$ cat src/rtl/twi_hid_pkg.sv
// Shared types and constants for the two-wire slave with report output.
// Assumes byte-wide bus transfers and a three-byte report.
package twi_hid_pkg;
    localparam int RPT_BYTES = 3;
    localparam int RPT_IDX_W = $clog2(RPT_BYTES);

    typedef enum logic [3:0] {
        BUS_IDLE,
        BUS_ADDR,
        BUS_ADDR_END,
        BUS_ACK,
        BUS_WR,
        BUS_WR_END,
        BUS_RD,
        BUS_RD_ACK,
        BUS_SKIP
    } bus_state_t;
endpackage

$ cat src/rtl/twi_sync_edge.sv
// Multi-stage synchroniser with rise/fall detection on the synchronised level.
// Assumes the input is asynchronous to clk; edges appear STAGES+1 cycles late.
module twi_sync_edge #(
    parameter int STAGES = 2,
    parameter bit RST_VAL = 1'b1
) (
    input  logic clk,
    input  logic rst_n,
    input  logic pin_i,
    output logic lvl_o,
    output logic rise_o,
    output logic fall_o
);
    logic [STAGES-1:0] chain;
    logic              lvl_q;

    // synchroniser chain, first stage samples the pin
    always_ff @(posedge clk) begin
        if (!rst_n) chain <= {STAGES{RST_VAL}};
        else        chain <= {chain[STAGES-2:0], pin_i};
    end

    // previous synchronised level for edge detection
    always_ff @(posedge clk) begin
        if (!rst_n) lvl_q <= RST_VAL;
        else        lvl_q <= chain[STAGES-1];
    end

    assign lvl_o  = chain[STAGES-1];
    assign rise_o = chain[STAGES-1] & ~lvl_q;
    assign fall_o = ~chain[STAGES-1] & lvl_q;
endmodule

$ cat src/rtl/twi_bus_slave.sv
// Bit-level bus slave: address match, write pointer handling, read shifting.
// Assumes synchronised SCL/SDA with edge strobes; the pull enable is updated
// only on SCL falling strobes, so it changes while SCL is low.
module twi_bus_slave
    import twi_hid_pkg::*;
#(
    parameter logic [6:0] DEV_ADDR = 7'b0111000
) (
    input  logic       clk,
    input  logic       rst_n,
    input  logic       scl_s,
    input  logic       scl_rise,
    input  logic       scl_fall,
    input  logic       sda_s,
    input  logic       sda_rise,
    input  logic       sda_fall,
    input  logic [7:0] rd_byte,
    output logic       sda_pull,
    output logic       wr_stb,
    output logic       wr_sel,
    output logic [7:0] wr_data
);
    bus_state_t state;
    logic [3:0] cnt;
    logic [7:0] shreg;
    logic       is_read;
    logic       first;
    logic       sel;
    logic       start_c;
    logic       stop_c;

    assign start_c = scl_s & sda_fall;
    assign stop_c  = scl_s & sda_rise;

    // protocol state machine
    always_ff @(posedge clk) begin
        if (!rst_n) begin
            state    <= BUS_IDLE;
            cnt      <= '0;
            shreg    <= '0;
            is_read  <= 1'b0;
            first    <= 1'b0;
            sel      <= 1'b0;
            sda_pull <= 1'b0;
            wr_stb   <= 1'b0;
            wr_sel   <= 1'b0;
            wr_data  <= '0;
        end else begin
            wr_stb <= 1'b0;
            if (start_c) begin
                state    <= BUS_ADDR;
                cnt      <= '0;
                sda_pull <= 1'b0;
            end else if (stop_c) begin
                state    <= BUS_IDLE;
                sda_pull <= 1'b0;
            end else begin
                case (state)
                    BUS_ADDR: if (scl_rise) begin
                        shreg <= {shreg[6:0], sda_s};
                        if (cnt == 4'd7) state <= BUS_ADDR_END;
                        else             cnt   <= cnt + 4'd1;
                    end
                    BUS_ADDR_END: if (scl_fall) begin
                        if (shreg[7:1] == DEV_ADDR) begin
                            sda_pull <= 1'b1;
                            is_read  <= shreg[0];
                            first    <= 1'b1;
                            state    <= BUS_ACK;
                        end else begin
                            state <= BUS_SKIP;
                        end
                    end
                    BUS_ACK: if (scl_fall) begin
                        cnt <= '0;
                        if (is_read) begin
                            shreg    <= rd_byte;
                            sda_pull <= ~rd_byte[7];
                            state    <= BUS_RD;
                        end else begin
                            sda_pull <= 1'b0;
                            state    <= BUS_WR;
                        end
                    end
                    BUS_WR: if (scl_rise) begin
                        shreg <= {shreg[6:0], sda_s};
                        if (cnt == 4'd7) state <= BUS_WR_END;
                        else             cnt   <= cnt + 4'd1;
                    end
                    BUS_WR_END: if (scl_fall) begin
                        sda_pull <= 1'b1;
                        state    <= BUS_ACK;
                        if (first) begin
                            sel   <= shreg[0];
                            first <= 1'b0;
                        end else begin
                            wr_stb  <= 1'b1;
                            wr_sel  <= sel;
                            wr_data <= shreg;
                            sel     <= ~sel;
                        end
                    end
                    BUS_RD: begin
                        if (scl_rise) begin
                            cnt <= cnt + 4'd1;
                        end else if (scl_fall) begin
                            if (cnt == 4'd8) begin
                                sda_pull <= 1'b0;
                                state    <= BUS_RD_ACK;
                            end else begin
                                shreg    <= {shreg[6:0], 1'b0};
                                sda_pull <= ~shreg[6];
                            end
                        end
                    end
                    BUS_RD_ACK: if (scl_rise) begin
                        state <= sda_s ? BUS_SKIP : BUS_ACK;
                    end
                    default: ;
                endcase
            end
        end
    end
endmodule

$ cat src/rtl/hid_report_tx.sv
// Report builder: merges triggers into one pending flag, captures the three
// report bytes when a report starts, and streams them on valid/ready.
// Assumes the trigger arrives no earlier than the register update it reports.
module hid_report_tx
    import twi_hid_pkg::*;
#(
    parameter int BTN_W = 4
) (
    input  logic             clk,
    input  logic             rst_n,
    input  logic             hid_en,
    input  logic             trig,
    input  logic [BTN_W-1:0] btn,
    input  logic [7:0]       reg_even,
    input  logic [7:0]       reg_odd,
    output logic [7:0]       data_o,
    output logic             valid_o,
    input  logic             ready_i
);
    logic [7:0]           snap [RPT_BYTES];
    logic [RPT_IDX_W-1:0] idx;
    logic                 pending;
    logic                 busy;

    // pending flag, capture at start, byte stepping on accept
    always_ff @(posedge clk) begin
        if (!rst_n) begin
            pending <= 1'b0;
            busy    <= 1'b0;
            idx     <= '0;
            for (int i = 0; i < RPT_BYTES; i++) snap[i] <= '0;
        end else begin
            if (busy) begin
                if (ready_i) begin
                    if (idx == RPT_IDX_W'(RPT_BYTES - 1)) busy <= 1'b0;
                    else                                  idx  <= idx + 1'b1;
                end
            end else if (pending && hid_en) begin
                snap[0] <= 8'(btn);
                snap[1] <= reg_even;
                snap[2] <= reg_odd;
                idx     <= '0;
                busy    <= 1'b1;
            end
            if (!hid_en)             pending <= 1'b0;
            else if (trig)           pending <= 1'b1;
            else if (!busy && pending) pending <= 1'b0;
        end
    end

    assign data_o  = snap[idx];
    assign valid_o = busy;
endmodule

$ cat src/rtl/twi_hid_slave.sv
// Top: two-wire slave with two write registers, one host-loaded read register
// and an upstream three-byte report. Assumes debounced, clk-synchronous buttons.
module twi_hid_slave
    import twi_hid_pkg::*;
#(
    parameter logic [6:0] DEV_ADDR   = 7'b0111000,
    parameter int         BTN_W      = 4,
    parameter int         SYNC_STAGES = 2
) (
    input  logic             clk,
    input  logic             rst_n,
    input  logic             scl_i,
    input  logic             sda_i,
    output logic             sda_pull_o,
    input  logic             hid_en_i,
    input  logic [BTN_W-1:0] buttons_i,
    input  logic             host_wr_i,
    input  logic [7:0]       host_data_i,
    output logic [7:0]       rpt_data_o,
    output logic             rpt_valid_o,
    input  logic             rpt_ready_i
);
    logic             scl_s, scl_rise, scl_fall;
    logic             sda_s, sda_rise, sda_fall;
    logic             wr_stb, wr_sel;
    logic [7:0]       wr_data;
    logic [7:0]       reg_even, reg_odd, rd_reg;
    logic [BTN_W-1:0] btn_q;
    logic             trig;

    twi_sync_edge #(.STAGES(SYNC_STAGES), .RST_VAL(1'b1)) i_scl_sync (
        .clk(clk), .rst_n(rst_n), .pin_i(scl_i),
        .lvl_o(scl_s), .rise_o(scl_rise), .fall_o(scl_fall)
    );

    twi_sync_edge #(.STAGES(SYNC_STAGES), .RST_VAL(1'b1)) i_sda_sync (
        .clk(clk), .rst_n(rst_n), .pin_i(sda_i),
        .lvl_o(sda_s), .rise_o(sda_rise), .fall_o(sda_fall)
    );

    twi_bus_slave #(.DEV_ADDR(DEV_ADDR)) i_bus (
        .clk(clk), .rst_n(rst_n),
        .scl_s(scl_s), .scl_rise(scl_rise), .scl_fall(scl_fall),
        .sda_s(sda_s), .sda_rise(sda_rise), .sda_fall(sda_fall),
        .rd_byte(rd_reg), .sda_pull(sda_pull_o),
        .wr_stb(wr_stb), .wr_sel(wr_sel), .wr_data(wr_data)
    );

    // writable registers updated by bus writes
    always_ff @(posedge clk) begin
        if (!rst_n) begin
            reg_even <= '0;
            reg_odd  <= '0;
        end else if (wr_stb) begin
            if (wr_sel) reg_odd  <= wr_data;
            else        reg_even <= wr_data;
        end
    end

    // readable register loaded by host download
    always_ff @(posedge clk) begin
        if (!rst_n)         rd_reg <= '0;
        else if (host_wr_i) rd_reg <= host_data_i;
    end

    // previous button levels for change detection
    always_ff @(posedge clk) begin
        if (!rst_n) btn_q <= '0;
        else        btn_q <= buttons_i;
    end

    assign trig = wr_stb | (btn_q != buttons_i);

    hid_report_tx #(.BTN_W(BTN_W)) i_rpt (
        .clk(clk), .rst_n(rst_n), .hid_en(hid_en_i), .trig(trig),
        .btn(buttons_i), .reg_even(reg_even), .reg_odd(reg_odd),
        .data_o(rpt_data_o), .valid_o(rpt_valid_o), .ready_i(rpt_ready_i)
    );
endmodule

$ cat config.mk
export PLATFORM = sky130hd
export DESIGN_NAME = twi_hid_slave
export DESIGN_NICKNAME = d
export VERILOG_FILES = /design/src/rtl/twi_hid_pkg.sv /design/src/rtl/twi_sync_edge.sv /design/src/rtl/twi_bus_slave.sv /design/src/rtl/hid_report_tx.sv /design/src/rtl/twi_hid_slave.sv
export SDC_FILE = /design/constraint.sdc
export NUM_CORES = 1
export LEC_CHECK = 0
export ABC_AREA = 1
export BUFFER_PORTS_ARGS = -buffer_cell sky130_fd_sc_hd__buf_2
export CORE_MARGIN = 4
export CORE_UTILIZATION = 40
export DETAILED_ROUTE_END_ITERATION = 7
export PLACE_DENSITY = 0.64
export SLEW_MARGIN = 20
export SYNTH_ARGS = -nofsm -noshare
export SYNTH_HDL_FRONTEND = slang
export SYNTH_SLANG_ARGS = --single-unit
$ cat constraint.sdc
create_clock -name clk -period 1.6 [get_ports clk]
set_input_delay 0.16 -clock clk [delete_from_list [all_inputs] [get_ports clk]]
set_output_delay 0.16 -clock clk [all_outputs]
set_load 0.005 [all_outputs]
# --- After elaboration in Yosys (flattened, before gate mapping) ---
# Memory sizes are Yosys's and may differ from the RTL's. A register that Yosys moved wholly into a read port is not among the register bits.
# Cells that the tools add are included.
classes:
  n_addsub: 2
  eq_ne: 42
  muxes: 61
  bitwise: 24
  n_reduce_logical: 27
op_table:
  columns: ["op", "count"]
  rows:
  - ["$mux 8", 9]
  - ["$mux 4", 17]
  - ["$ne 4x1->1 const B", 10]
  - ["$ne 2x1->1 const B", 14]
  - ["$pmux 4 s7", 1]
  - ["$pmux 8 s3", 1]
  - ["$reduce_and 12->1", 2]
  - ["$mux 1", 23]
  - ["$eq 4x3->1 const B", 5]
  - ["$mux 2", 7]
  - ["$not 1->1", 14]
  - ["$pmux 4 s3", 1]
  - ["$reduce_and 6->1", 2]
  - ["$ne 2x2->1 const B", 5]
  - ["$reduce_and 5->1", 2]
  - ["$reduce_and 9->1", 1]
  - ["$reduce_bool 9->1", 1]
  - ["$eq 4x2->1 const B", 2]
  - ["$eq 7x6->1 const B", 1]
  - ["$reduce_and 7->1", 1]
  - ["$reduce_bool 7->1", 1]
  - ["$and 1x1->1", 6]
  - ["$reduce_and 2->1", 3]
  - ["$reduce_bool 2->1", 3]
  - ["19 further kinds", 24]
totals:
  ff_bits: 68
  ram_bits: 24
  in_bits: 19
  output_inout_bits: 10
  word_cells: 179
  n_memories: 1
memory_table:
  columns: ["memory", "words", "word_bits", "read_ports", "rd_clocked_by_memory_dff", "write_ports", "line_no", "source"]
  rows:
  - ["i_rpt.snap", 3, 8, 1, 1, 3, "hid_report_tx.sv:20", "logic [7:0] snap [RPT_BYTES];"]

# --- Longest topological paths before layout ---
depth:
  ltp_word: 7
  ltp_mapped: 12

# --- Cells and area by module ---
# From an unflattened synthesis, not the netlist that was laid out.
hier_totals:
  hier_cells: 563
  area_unflattened_um2: 4185.3
by_module_without_submodules:
  columns: ["mod", "n_inst", "cells_each", "area_each_um2", "seq_area_each_um2"]
  rows:
  - ["twi_bus_slave", 1, 277, 1740.4, 600.6]
  - ["hid_report_tx", 1, 126, 1223.7, 720.7]
  - ["twi_hid_slave", 1, 136, 1033.5, 560.5]
  - ["twi_sync_edge", 2, 12, 93.8, 60.1]

# --- Worst setup path after synthesis ---
# No wires, ideal clock.
synth_path:
  path_type: "register to register"
  start: "reg i_bus.cnt[0]"
  end: "reg i_bus.shreg[6]"
  setup_ns: 0.113
  arrival_ns: 1.385
  required_time_ns: 1.487
  path_slack_ns: 0.102
  path_stages_with_launch: 12
  n_path_buf: 1
  path_cell_list: "dfxtp_1 > inv_1 > ha_1 > nand2_1 > nor2_1 > o21ai_1 > nand3_4 > nor2_4 > buf_6 > nand3_1 > nand2_1 > nor2_1"
synth_between:
  elab_chain_cells: 3
synth_rtl:
  columns: ["element", "line_no", "source"]
  rows:
  - ["start, declared", "twi_bus_slave.sv:24", "logic [3:0] cnt;"]
  - ["start signal, assigned", "twi_bus_slave.sv:62", "else cnt <= cnt + 4'd1;"]
  - ["start signal, assigned", "twi_bus_slave.sv:88", "else cnt <= cnt + 4'd1;"]
  - ["start signal, assigned", "twi_bus_slave.sv:105", "cnt <= cnt + 4'd1;"]
  - ["$eq 4x4->1", "twi_bus_slave.sv:107", "if (cnt == 4'd8) begin"]
  - ["$ne 2x2->1 (no line)", null, null]
  - ["$reduce_and 9->1 (no line)", null, null]
  - ["end signal, assigned", "twi_bus_slave.sv:77", "shreg <= rd_byte;"]
  - ["end signal, assigned", "twi_bus_slave.sv:86", "shreg <= {shreg[6:0], sda_s};"]
  - ["end signal, assigned", "twi_bus_slave.sv:111", "shreg <= {shreg[6:0], 1'b0};"]
  - ["end, declared", "twi_bus_slave.sv:25", "logic [7:0] shreg;"]
# No other way between the ends.
# A chain may end at the register's enable or synchronous reset.

# --- Final worst setup path ---
layout_path:
  start: "reg i_bus.state[2]"
  end: "reg i_bus.shreg[4]"
layout_between:
  elab_chain_cells: 4
  word_cells_on_any_way: 14
  cone_classes: "eq/ne (10); mux (1); reduce/logical (3)"
layout_rtl:
  columns: ["element", "line_no", "source"]
  rows:
  - ["start, declared", "twi_bus_slave.sv:23", "bus_state_t state;"]
  - ["start signal, assigned", "twi_bus_slave.sv:117", "state <= sda_s ? BUS_SKIP : BUS_ACK;"]
  - ["$eq 4x1->1 or $eq 4x3->1 (tied branches)", "twi_bus_slave.sv:58", "case (state)"]
  - ["$reduce_or 2->1 (no line)", null, null]
  - ["$ne 2x1->1 (no line) or $reduce_bool 3->1 (tied branches)", null, null]
  - ["$reduce_and 9->1 (no line)", null, null]
  - ["end signal, assigned", "twi_bus_slave.sv:60", "shreg <= {shreg[6:0], sda_s};"]
  - ["end signal, assigned", "twi_bus_slave.sv:77", null]
  - ["end signal, assigned", "twi_bus_slave.sv:86", null]
# Parallel ways exist; a longest one is shown, timed or not.

==> results_dict.tcl <==
set metrics [dict create \
    status "finished, final reports clean" \
    grt_start_max_net_pins 42 \
    crit_required_ns 1.84 \
    rsz0062_at_grt "yes" \
    synthesis.nets 525 \
    count_of_unique_library_cells_instantiated_by_yosys 34 \
    globalplace.congestion 0.875 \
    height_of_the_die_um 107 \
    coreArea_um2 9370 \
    clock_path_buffers 2 \
    regToRegEndpoint "i_bus.shreg[4]" \
    fin_util 0.497 \
    drt-total-wl_mm 8.00 \
    die_x_um 107 \
    ir_drop_worst_vdd_mv 0.569 \
    htree_depth 3 \
    ys_warn_count 0 \
    fin_crit_sh 0.955 \
    power.density_cell_area_nw_per_um2 1310 \
    post_synth_instance_area_um2 3910 \
    maxCapViolations 0 \
    crit_type "flop to flop" \
    cts_buffers 9 \
    layout.cells.most_common "sky130_fd_sc_hd__nand2_1" \
    slew_violations 0 \
    initialDrtViolationCount 112 \
    placement.cell_area_um2 4280 \
    r2r_start "i_bus.state[2]" \
    fin_total_pwr_mw 6.09 \
    worst-path-max-fanout 8 \
    critical_path.startpoint "i_bus.state[2]" \
    finish.instance_area_um2 4660 \
    final_layout_size_suffix_gt1_frac 0.205 \
    synth_area_leader_cell "sky130_fd_sc_hd__dfxtp_1" \
    grt_pass1_wl_mm 13.7 \
    worst_slew_margin_rel 0.695 \
    largest_register_ffs 20 \
    postSynthRegisterBits 90 \
    regToRegSetupSlack_ns 0.07 \
    achievable-frequency_ghz 0.655 \
    vias_in_the_first_global_route 3082 \
    port_buffers 28 \
    synth_flop_cell "sky130_fd_sc_hd__dfxtp_1" \
    dpl.hpwl_mm 5.87 \
    post_synth_main_area_contributors "sky130_fd_sc_hd__dfxtp_1 (36%), sky130_fd_sc_hd__edfxtp_1 (15%), sky130_fd_sc_hd__nand2_1 (8.5%), sky130_fd_sc_hd__nor2_1 (7.7%), sky130_fd_sc_hd__o21ai_0 (6.0%)" \
    synth_area_per_cell_um2 7.77 \
    synth_enable_flop_cells 20 \
    drt_pass1_iterations 4 \
    grt_antenna_before_repair 0 \
    top_cell_type_s_share_of_synthesized_area 0.359 \
    row_count 35 \
    finish.net_count 572 \
    antennaDiodeCount 0 \
    worst_setup_path_end_kind "flop" \
    worst_hold_path.num_cells 3 \
    worst_hold_startpoint "host_data_i[4]" \
    route.antenna.remaining_nets 0 \
    reg2reg_depth 10 \
    clock-root-buffer "sky130_fd_sc_hd__clkbuf_8" \
    netlist_instances 503 \
    leakagePower_nw 1.94 \
    max_flop_register "i_rpt.snap" \
    finalCriticalPeriod_ns 1.53 \
    area_delta_synth_final_pct 19.2 \
    initial_core_util 0.417 \
    groute.usage.overall 0.147 \
    routed-via-count 3247 \
    final_hold_viol_count 0 \
    residual_overflow_from_global_routing 0 \
    startpoint_type "flop" \
    worst_setup_hold_path_clk_slew_ns 0.09 \
    fp.dieArea_um2 11400 \
    postSynth.asyncResetShare 0 \
    tightestPinTransition_ns 0.456 \
    ys_seq_area_frac 0.512 \
    clk-insertion-delay-late_ns 0.35 \
    clock_tree_skew_after_final_layout_ns 0.00908 \
    drc 0 \
    floorplan.io_pins 29 \
    mostFrequentLayoutCells "sky130_fd_sc_hd__nand2_1 (85), sky130_fd_sc_hd__nor2_1 (75), sky130_fd_sc_hd__dfxtp_1 (62), sky130_fd_sc_hd__inv_1 (57), sky130_fd_sc_hd__o21ai_0 (46)" \
    finalSetupViolations 0 \
    cts_num_sinks 90 \
    viasPerCell 4.75 \
    critical_path_arrival_ns 1.77 \
    timing.hold.worst.class "primary input to flop" \
    wl_per_cell_um 11.7 \
    min_delay_worst_endpoint "rd_reg[4]" \
    tritoncts "yes" \
]
-- per-layer routing --
layer,global-route usage,part of all wire,vias to the layer above,wire length (µm)
met5,0,0,-,0
met4,0.0521,0.013,0,106
met3,0.0331,0.041,10,326
met2,0.243,0.47,59,3790
met1,0.190,0.47,1461,3780
li1,-,-,1717,-
-- power breakdown --
group | internal (mW) | switching (mW)
combinational | 0.538 | 0.957
sequential | 2.51 | 0.167
clock | 1.07 | 0.845
total | 4.12 | 1.97
-- per-stage QoR --
stage                     cells  hold WS (ns)  setup slack (ns)  TNS (ns)
after floorplan             503         0.267             0.102         0
after global placement      664         0.347          -0.00241  -0.00241
after detailed placement    664         0.352           -0.0231   -0.0749
after CTS                   683        0.0149           0.00152         0
after global routing        684        0.0262           -0.0444   -0.0829
final                       684        0.0290            0.0723         0
-- critical path, stage by stage (launching register included) --
cell and delay [ns]:
sky130_fd_sc_hd__dfxtp_4 0.38, sky130_fd_sc_hd__inv_2 0.06, sky130_fd_sc_hd__nor2_4 0.14, sky130_fd_sc_hd__nand2_2 0.09
sky130_fd_sc_hd__nand2_4 0.08, sky130_fd_sc_hd__inv_2 0.08, sky130_fd_sc_hd__nand2_4 0.08, sky130_fd_sc_hd__nand3_4 0.11
sky130_fd_sc_hd__buf_4 0.18, sky130_fd_sc_hd__nor3_2 0.15, sky130_fd_sc_hd__nor2_1 0.07
-- repair_timing --
item / in CTS / in global routing
pin swaps: 1 / 6
endpoints found under the hold margin: 2 / 0
gates resized for setup: 1 / 30
setup buffers: 0 / 1
cloned: 1 / 0
setup endpoints to repair: 8 / 24
hold buffers: 2 / 0
-- layout make-up --
| type | count | area, µm² |
|---|---|---|
| inverters | 64 | 240 |
| multi-input cells | 335 | 1680 |
| flip-flops and latches | 90 | 2020 |
| fillers | 940 | 4710 |
| clock buffers | 9 | 124 |
| repair buffers | 50 | 310 |
| well taps | 129 | 161 |
| clock inverters | 7 | 128 |
-- Yosys cell counts (2+ instances only) --
cell,count
sky130_fd_sc_hd__nand2_1,89
sky130_fd_sc_hd__nor2_1,80
sky130_fd_sc_hd__dfxtp_1,70
sky130_fd_sc_hd__inv_1,57
sky130_fd_sc_hd__o21ai_0,47
sky130_fd_sc_hd__a21oi_1,44
sky130_fd_sc_hd__nand3_1,24
sky130_fd_sc_hd__edfxtp_1,20
sky130_fd_sc_hd__clkbuf_1,11
sky130_fd_sc_hd__nor3_1,8
sky130_fd_sc_hd__inv_2,5
sky130_fd_sc_hd__o21ai_1,5
sky130_fd_sc_hd__or2_2,5
sky130_fd_sc_hd__nand2_2,4
sky130_fd_sc_hd__nor2_4,4
sky130_fd_sc_hd__ha_1,3
sky130_fd_sc_hd__nand2_4,3
sky130_fd_sc_hd__xor2_1,3
sky130_fd_sc_hd__a211oi_1,2
sky130_fd_sc_hd__buf_2,2
sky130_fd_sc_hd__clkinv_1,2
sky130_fd_sc_hd__nand4_1,2
sky130_fd_sc_hd__xnor2_1,2
-- kinds of logic after synthesis --
logic type | Yosys count | share of synthesized area
DFF | 90 | 0.512
xor gates and xnor gates | 5 | 0.0112
and+or+nand+nor | 222 | 0.249
adders and majority gates | 3 | 0.00960
buffers and inverters | 79 | 0.0794
AOI/OAI and AO/OA | 104 | 0.139
-- worst max-delay path by stage --
stage	to	slack, ns	cells past startpoint
floorplan	i_bus.shreg[6]	0.10	11
detailed placement	i_bus.shreg[2]	-0.02	10
global route	i_bus.state[2]	-0.04	9
finish	i_bus.shreg[4]	0.07	10
global placement	i_bus.state[0]	-0.002	10
CTS	i_bus.shreg[5]	0.002	9
No activity file was read; power rests on OpenSTA's default activity.
